<file path="config.mk">
export PLATFORM = sky130hd
export DESIGN_NAME = pwt_acceptor
export DESIGN_NICKNAME = d
export VERILOG_FILES = /design/src/rtl/pwt_pkg.sv /design/src/rtl/pwt_fifo.sv /design/src/rtl/pwt_policy.sv /design/src/rtl/pwt_ctrl.sv /design/src/rtl/pwt_acceptor.sv
export SDC_FILE = /design/constraint.sdc
export NUM_CORES = 2
export LEC_CHECK = 0
export BUFFER_PORTS_ARGS = -buffer_cell sky130_fd_sc_hd__buf_2
export CORE_ASPECT_RATIO = 0.7
export CORE_MARGIN = 2
export CORE_UTILIZATION = 35
export DETAILED_ROUTE_END_ITERATION = 12
export GPL_TIMING_DRIVEN = 1
export PLACE_DENSITY_LB_ADDON = 0.3
export SLEW_MARGIN = 20
export SYNTH_ARGS = -nofsm -noshare
export SYNTH_HDL_FRONTEND = slang
export SYNTH_SLANG_ARGS = --single-unit
</file>
<file path="constraint.sdc">
create_clock -name clk_i -period 6.95 [get_ports clk_i]
set_input_delay 1.39 -clock clk_i [delete_from_list [all_inputs] [get_ports clk_i]]
set_output_delay 1.39 -clock clk_i [all_outputs]
set_load 0.005 [all_outputs]
</file>
<file path="src/rtl/pwt_pkg.sv">
package pwt_pkg;
  localparam logic [3:0] CMD_MW  = 4'b0111;
  localparam logic [3:0] CMD_MWI = 4'b1111;

  typedef enum logic [1:0] {
    ST_IDLE = 2'd0,
    ST_WAIT = 2'd1,
    ST_DATA = 2'd2,
    ST_DISC = 2'd3
  } state_e;

  typedef struct packed {
    logic        sot;
    logic [3:0]  cmd;
    logic [3:0]  be;
    logic [31:0] data;
  } entry_t;
endpackage

</file>
<file path="src/rtl/pwt_fifo.sv">
module pwt_fifo #(
  parameter int DEPTH = 64,
  localparam int AW = $clog2(DEPTH),
  localparam int CW = $clog2(DEPTH + 1)
) (
  input  logic             clk_i,
  input  logic             rst_ni,
  input  logic             push_i,
  input  pwt_pkg::entry_t  wdata_i,
  input  logic             pop_i,
  output logic             valid_o,
  output pwt_pkg::entry_t  rdata_o,
  output logic [CW-1:0]    count_o,
  output logic [CW-1:0]    count_next_o,
  output logic [CW-1:0]    free_o
);
  pwt_pkg::entry_t mem [DEPTH];
  logic [AW-1:0] wr_ptr_q, rd_ptr_q;
  logic [CW-1:0] cnt_q;
  logic          pop_eff;

  assign pop_eff      = pop_i && (cnt_q != '0);
  assign count_o      = cnt_q;
  assign free_o       = CW'(DEPTH) - cnt_q;
  assign valid_o      = (cnt_q != '0);
  assign rdata_o      = mem[rd_ptr_q];
  assign count_next_o = cnt_q + CW'(push_i) - CW'(pop_eff);

  function automatic logic [AW-1:0] bump(input logic [AW-1:0] p);
    return (p == AW'(DEPTH - 1)) ? '0 : p + AW'(1);
  endfunction

  always_ff @(posedge clk_i or negedge rst_ni) begin
    if (!rst_ni) begin
      wr_ptr_q <= '0;
      rd_ptr_q <= '0;
      cnt_q    <= '0;
    end else begin
      if (push_i)  wr_ptr_q <= bump(wr_ptr_q);
      if (pop_eff) rd_ptr_q <= bump(rd_ptr_q);
      cnt_q <= count_next_o;
    end
  end

  always_ff @(posedge clk_i) begin
    if (push_i) mem[wr_ptr_q] <= wdata_i;
  end
endmodule

</file>
<file path="src/rtl/pwt_policy.sv">
module pwt_policy #(
  parameter int DEPTH    = 64,
  parameter int MIN_FREE = 8,
  parameter int MAX_LINE = 16,
  parameter int BOUND_DW = 1024,
  localparam int CW  = $clog2(DEPTH + 1),
  localparam int LSW = $clog2(MAX_LINE + 1),
  localparam int BW  = $clog2(BOUND_DW)
) (
  input  logic [3:0]     cmd_i,
  input  logic           conv_all_i,
  input  logic [LSW-1:0] line_size_i,
  input  logic [CW-1:0]  free_i,
  output logic           claim_o,
  output logic [3:0]     store_cmd_o,
  output logic [BW-1:0]  mask_o
);
  import pwt_pkg::*;
  logic posted, ls_ok, keep_mwi;

  assign posted  = (cmd_i == CMD_MW) || (cmd_i == CMD_MWI);
  assign claim_o = posted && (free_i >= CW'(MIN_FREE));

  // power of two, non-zero, within the supported maximum
  assign ls_ok = (line_size_i != '0) &&
                 ((line_size_i & (line_size_i - LSW'(1))) == '0) &&
                 (line_size_i <= LSW'(MAX_LINE));

  assign keep_mwi = (cmd_i == CMD_MWI) && !conv_all_i && ls_ok &&
                    (free_i >= CW'(line_size_i));

  assign store_cmd_o = keep_mwi ? CMD_MWI : CMD_MW;
  assign mask_o      = keep_mwi ? (BW'(line_size_i) - BW'(1)) : {BW{1'b1}};
endmodule

</file>
<file path="src/rtl/pwt_ctrl.sv">
module pwt_ctrl #(
  parameter int DEPTH    = 64,
  parameter int BOUND_DW = 1024,
  localparam int CW = $clog2(DEPTH + 1),
  localparam int BW = $clog2(BOUND_DW)
) (
  input  logic            clk_i,
  input  logic            rst_ni,
  input  logic            frame_i,
  input  logic            irdy_i,
  input  logic [31:0]     ad_i,
  input  logic [3:0]      be_i,
  input  logic            claim_i,
  input  logic [3:0]      store_cmd_i,
  input  logic [BW-1:0]   mask_i,
  input  logic [CW-1:0]   count_next_i,
  output logic            push_o,
  output pwt_pkg::entry_t push_data_o,
  output logic            devsel_o,
  output logic            trdy_o,
  output logic            stop_o
);
  import pwt_pkg::*;
  state_e        st_q, st_d;
  logic          frame_q;
  logic [3:0]    cmd_q, cmd_d;
  logic [BW-1:0] mask_q, mask_d;
  logic [BW-1:0] addr_q, addr_d;
  logic          start, hit, full_next;

  assign start     = frame_i && !frame_q;
  assign hit       = ((addr_q + BW'(1)) & mask_q) == '0;
  assign full_next = (count_next_i == CW'(DEPTH));

  always_comb begin
    st_d        = st_q;
    cmd_d       = cmd_q;
    mask_d      = mask_q;
    addr_d      = addr_q;
    push_o      = 1'b0;
    push_data_o = '0;
    unique case (st_q)
      ST_IDLE: begin
        if (start && claim_i) begin
          push_o           = 1'b1;
          push_data_o.sot  = 1'b1;
          push_data_o.cmd  = store_cmd_i;
          push_data_o.be   = 4'h0;
          push_data_o.data = ad_i;
          cmd_d            = store_cmd_i;
          mask_d           = mask_i;
          addr_d           = ad_i[BW+1:2];
          st_d             = ST_WAIT;
        end
      end
      ST_WAIT: st_d = ST_DATA;
      ST_DATA: begin
        if (irdy_i) begin
          push_o           = 1'b1;
          push_data_o.sot  = 1'b0;
          push_data_o.cmd  = cmd_q;
          push_data_o.be   = be_i;
          push_data_o.data = ad_i;
          addr_d           = addr_q + BW'(1);
          if (!frame_i)              st_d = ST_IDLE;
          else if (hit || full_next) st_d = ST_DISC;
        end else if (!frame_i) begin
          st_d = ST_IDLE;
        end
      end
      ST_DISC: if (!frame_i) st_d = ST_IDLE;
      default: st_d = ST_IDLE;
    endcase
  end

  always_ff @(posedge clk_i or negedge rst_ni) begin
    if (!rst_ni) begin
      st_q    <= ST_IDLE;
      frame_q <= 1'b0;
      cmd_q   <= '0;
      mask_q  <= '0;
      addr_q  <= '0;
    end else begin
      st_q    <= st_d;
      frame_q <= frame_i;
      cmd_q   <= cmd_d;
      mask_q  <= mask_d;
      addr_q  <= addr_d;
    end
  end

  assign devsel_o = (st_q == ST_DATA) || (st_q == ST_DISC);
  assign trdy_o   = (st_q == ST_DATA);
  assign stop_o   = (st_q == ST_DISC);
endmodule

</file>
<file path="src/rtl/pwt_acceptor.sv">
module pwt_acceptor #(
  parameter int DEPTH    = 64,
  parameter int MIN_FREE = 8,
  parameter int MAX_LINE = 16,
  parameter int BOUND_DW = 1024,
  localparam int CW  = $clog2(DEPTH + 1),
  localparam int LSW = $clog2(MAX_LINE + 1),
  localparam int BW  = $clog2(BOUND_DW)
) (
  input  logic           clk_i,
  input  logic           rst_ni,
  input  logic           frame_i,
  input  logic           irdy_i,
  input  logic [3:0]     cmd_i,
  input  logic [31:0]    ad_i,
  input  logic [3:0]     be_i,
  input  logic           conv_all_i,
  input  logic [LSW-1:0] line_size_i,
  output logic           devsel_o,
  output logic           trdy_o,
  output logic           stop_o,
  input  logic           pop_i,
  output logic           q_valid_o,
  output logic           q_sot_o,
  output logic [3:0]     q_cmd_o,
  output logic [3:0]     q_be_o,
  output logic [31:0]    q_data_o
);
  pwt_pkg::entry_t push_data, head;
  logic            push, claim;
  logic [3:0]      store_cmd;
  logic [BW-1:0]   mask;
  logic [CW-1:0]   fifo_cnt, fifo_cnt_next, fifo_free;

  pwt_policy #(
    .DEPTH(DEPTH), .MIN_FREE(MIN_FREE), .MAX_LINE(MAX_LINE), .BOUND_DW(BOUND_DW)
  ) u_policy (
    .cmd_i(cmd_i), .conv_all_i(conv_all_i), .line_size_i(line_size_i),
    .free_i(fifo_free), .claim_o(claim), .store_cmd_o(store_cmd), .mask_o(mask)
  );

  pwt_ctrl #(.DEPTH(DEPTH), .BOUND_DW(BOUND_DW)) u_ctrl (
    .clk_i(clk_i), .rst_ni(rst_ni), .frame_i(frame_i), .irdy_i(irdy_i),
    .ad_i(ad_i), .be_i(be_i), .claim_i(claim), .store_cmd_i(store_cmd),
    .mask_i(mask), .count_next_i(fifo_cnt_next), .push_o(push),
    .push_data_o(push_data), .devsel_o(devsel_o), .trdy_o(trdy_o), .stop_o(stop_o)
  );

  pwt_fifo #(.DEPTH(DEPTH)) u_fifo (
    .clk_i(clk_i), .rst_ni(rst_ni), .push_i(push), .wdata_i(push_data),
    .pop_i(pop_i), .valid_o(q_valid_o), .rdata_o(head), .count_o(fifo_cnt),
    .count_next_o(fifo_cnt_next), .free_o(fifo_free)
  );

  assign q_sot_o  = head.sot;
  assign q_cmd_o  = head.cmd;
  assign q_be_o   = head.be;
  assign q_data_o = head.data;
endmodule

</file>
==> flow_summary.ini <==
[power]
power_leakage_nw = 35.27
p_seq_share_pct = 44.5
peakVddDrop_mv = 0.3032
combPwrFrac_pct = 22.5
netSwitchingFraction_pct = 28.82
p_int_mw = 27.61
clockPowerShare_pct = 33.0
p_sw_mw = 11.18
p_per_area_nw_per_um2 = 347.2

[synth]
synth_top_family_by_area = multiplexers
synth_adder_area_share_pct = 0.3516
ys_async_sr_fraction_pct = 1.577
syn_area_per_cell_um2 = 22.79
yosys_register_bits = 2536
synth_cell_type_count = 63
yosys.area_share.xor_xnor_pct = 0.1873
muxShareOfSynthArea_pct = 16.93
netlist_instances = 4309
synth_compound_area_share_pct = 1.948
synth-edff-count = 2496
syn-num-nets = 4387
ys_warn_count = 0
synth_flop_cell = edfxtp_1
ys_seq_area_share_pct = 77.34
synth_area_um2 = 98210
synth_simple_gate_area_share_pct = 1.833

[worst_setup_path]
worst-path-buf-inv = 2
cp_max_fo = 43
crit_path_top_delay_cell = a2111oi_0
cp-end-kind = output pin
path_cells = buf_12, mux4_2, nor2b_1, a2111oi_0, a221oi_1, o221a_1, buf_2
worst_path_largest_cell_delay_ps = 1020
worstPathArrival_ps = 4750
start_kind = flop
critPathTopFamily = compound AO/OA/AOI/OAI gates
cp.required_ps = 5560
r2r-start = u_fifo.count_o[1]$_DFF_PN0_
crit_path_start = u_fifo.rd_ptr_q[0]$_DFFE_PN0P_
crit_type = reg -> out

[floorplanning]
pin_count = 96
die_h_um = 447.2
core-area_um2 = 278700
die_area_um2 = 284900
fp-row-count = 162
die_width_um = 637.1
start_util_pct = 35.24

[detailed_routing]
drt_iter0_markers = 7318
ant_nets = 0
avgViaCountPerCell = 5.694
finalWirelength_um = 283200
drt_pass1_iterations = 6
drc = 0
via_count = 48130
wire_per_inst_um = 33.51

[timing]
fin_worst_skew_ps = 40.57
holdWs_ps = 456.3
min_period_ps = 6143
tns_ps = 0
relSlewSlack_pct = 19.86
finalSetupViolations = 0
min_period_over_period_pct = 88.39
clock.fmax_ghz = 0.1628
drv_slew = 0
tightestPinTransition_ps = 1172
hold_viol = 0
rsz0062_at_grt = false

[finish]
final_nets = 4647
final_common_cell = edfxtp_1
fillers = 24180
area_delta_synth_final_pct = 13.78
utilization_pct = 40.09
final_cell_mix = 2496 x edfxtp_1, 689 x mux4_2, 235 x clkbuf_16
postLayoutCellArea_um2 = 111700
drive_above_1_share_pct = 29.79

[global_routing]
overflow = 0
grtUsageTotal_pct = 19.58
antenna_found_initial = 12
grt_max_degree = 126
first_global_vias = 46770
grt_pass1_wl_um = 388400

[placed_design]
portBuffers = 95
placement.cell_area_um2 = 104300
place_congestion = 0.7875
dp.final_hpwl_um = 153800

[worst_hold_path]
hp-class = reg -> reg
worstHoldStart = u_ctrl.cmd_q[2]$_DFFE_PN0P_

[clock_tree]
cts_tree = built
cts_root_buf = clkbuf_16
cts_sinks = 2536
cts_buffers = 232
insertion_delay_ps = 890
htree_levels = 4
clkTransAtPathRegs_ps = 70
clock_path_buffers = 4
cts_setup_buffers = 0
cts_resized = 0
cts_hold_buf = 0

[status]
status = finished clean

[flow_run]
cap_viol_max_count = 0
## through the flow
stage | cells | worst slack, ps | power, mW
after floorplan | 4309 | 65.39 | 23.03
after global placement | 8025 | 1559 | 26.42
after detailed placement | 8025 | 1483 | 26.42
after CTS | 8444 | 759.0 | 39.09
after global routing | 8446 | 632.4 | 40.04
final | 8452 | 807.1 | 38.79
## state kept, by name, summed over array words and instances, names as in the netlist
signal and flops:
u_ctrl.addr_q 10, u_ctrl.cmd_q 2, u_ctrl.frame_q 1, u_ctrl.mask_q 6
u_ctrl.st_q 2, u_fifo.count_o 7, u_fifo.mem 2496, u_fifo.rd_ptr_q 6
u_fifo.wr_ptr_q 6
## per-layer routing
layer	wire length (um)	global-route usage (%)	share of wire [%]	up-vias
met1	126100	30.27	45	26420
met4	6046	4.065	2.1	0
met5	0	0	0	-
met2	123600	28.45	44	2504
met3	27500	4.111	9.7	346
li1	-	-	-	18860
## cells in the mapped netlist, types with 5 or more instances
| cell type | number | area share, % |
|---|---|---|
| a211oi_1 | 40 | 0.31 |
| a21oi_1 | 82 | 0.42 |
| a221oi_1 | 10 | 0.089 |
| a22oi_1 | 24 | 0.18 |
| and2_1 | 69 | 0.44 |
| and3_1 | 11 | 0.070 |
| buf_1 | 26 | 0.099 |
| buf_2 | 58 | 0.30 |
| buf_4 | 45 | 0.34 |
| buf_6 | 17 | 0.19 |
| clkbuf_1 | 96 | 0.37 |
| dfrtp_1 | 40 | 1.0 |
| edfxtp_1 | 2496 | 76 |
| ha_1 | 26 | 0.33 |
| inv_1 | 28 | 0.11 |
| mux2_2 | 24 | 0.28 |
| mux2i_1 | 84 | 0.86 |
| mux4_2 | 689 | 16 |
| nand2_1 | 84 | 0.32 |
| nand2b_1 | 11 | 0.070 |
| nand3_1 | 30 | 0.15 |
| nand3b_1 | 7 | 0.054 |
| nand4_1 | 10 | 0.064 |
| nor2_1 | 99 | 0.38 |
| nor2b_1 | 14 | 0.089 |
| nor3_1 | 9 | 0.046 |
| nor4_1 | 5 | 0.032 |
| o211ai_1 | 16 | 0.12 |
| o21ai_0 | 25 | 0.13 |
| o21ai_1 | 7 | 0.036 |
| o22ai_1 | 43 | 0.27 |
| o31ai_1 | 10 | 0.076 |
| or3_1 | 5 | 0.032 |
| xnor2_1 | 15 | 0.13 |
| xor2_1 | 6 | 0.054 |
## area by class of cell
cell class	count	area (um2)	area share [%]
sequential	2536	75970	67.99
clock buffer	280	6060	5.423
clock inverter	139	1308	1.170
inverter	28	106.4	0.09518
tap	3690	4617	4.132
antenna	8	20.02	0.01792
timing repair buffer	268	2202	1.971
multi-input combinational	1503	21450	19.20
## final timing paths
path | end | slack [ps] | cells past startpoint
setup / recovery | q_data_o[24] | 810 | 7
hold / removal | u_ctrl.cmd_q[2]$_DFFE_PN0P_ | 460 | 1
setup reg to reg | u_fifo.mem[49][21]$_DFFE_PP_ | 2400 | 11
hold reg to reg | u_ctrl.cmd_q[2]$_DFFE_PN0P_ | 460 | 1
max in group asynchronous | u_fifo.rd_ptr_q[5]$_DFFE_PN0P_ | 5960 | 1
min in group asynchronous | u_ctrl.mask_q[1]$_DFFE_PN0P_ | 490 | 1
## cell families after synthesis
logic type               Yosys count
multiplexers                     797
adder cells (fa/ha/maj)           27
AND/OR/NAND/NOR                  365
flip-flops                      2536
XOR/XNOR                          21
buffers and inverters            270
AO/OA/AOI/OAI                    293
## power by group through the flow
stage | Combinational [mW] | Sequential (mW) | Clock (mW)
6_report | 8.73 | 17.3 | 12.8
5_1_grt | 9.22 | 17.3 | 13.5
4_1_cts | 8.85 | 17.3 | 13.0
3_5_place_dp | 8.81 | 17.6 | 0
3_3_place_gp | 8.81 | 17.6 | 0
2_1_floorplan | 5.71 | 17.3 | 0
Note: power is estimated with default switching activity, not from simulation.
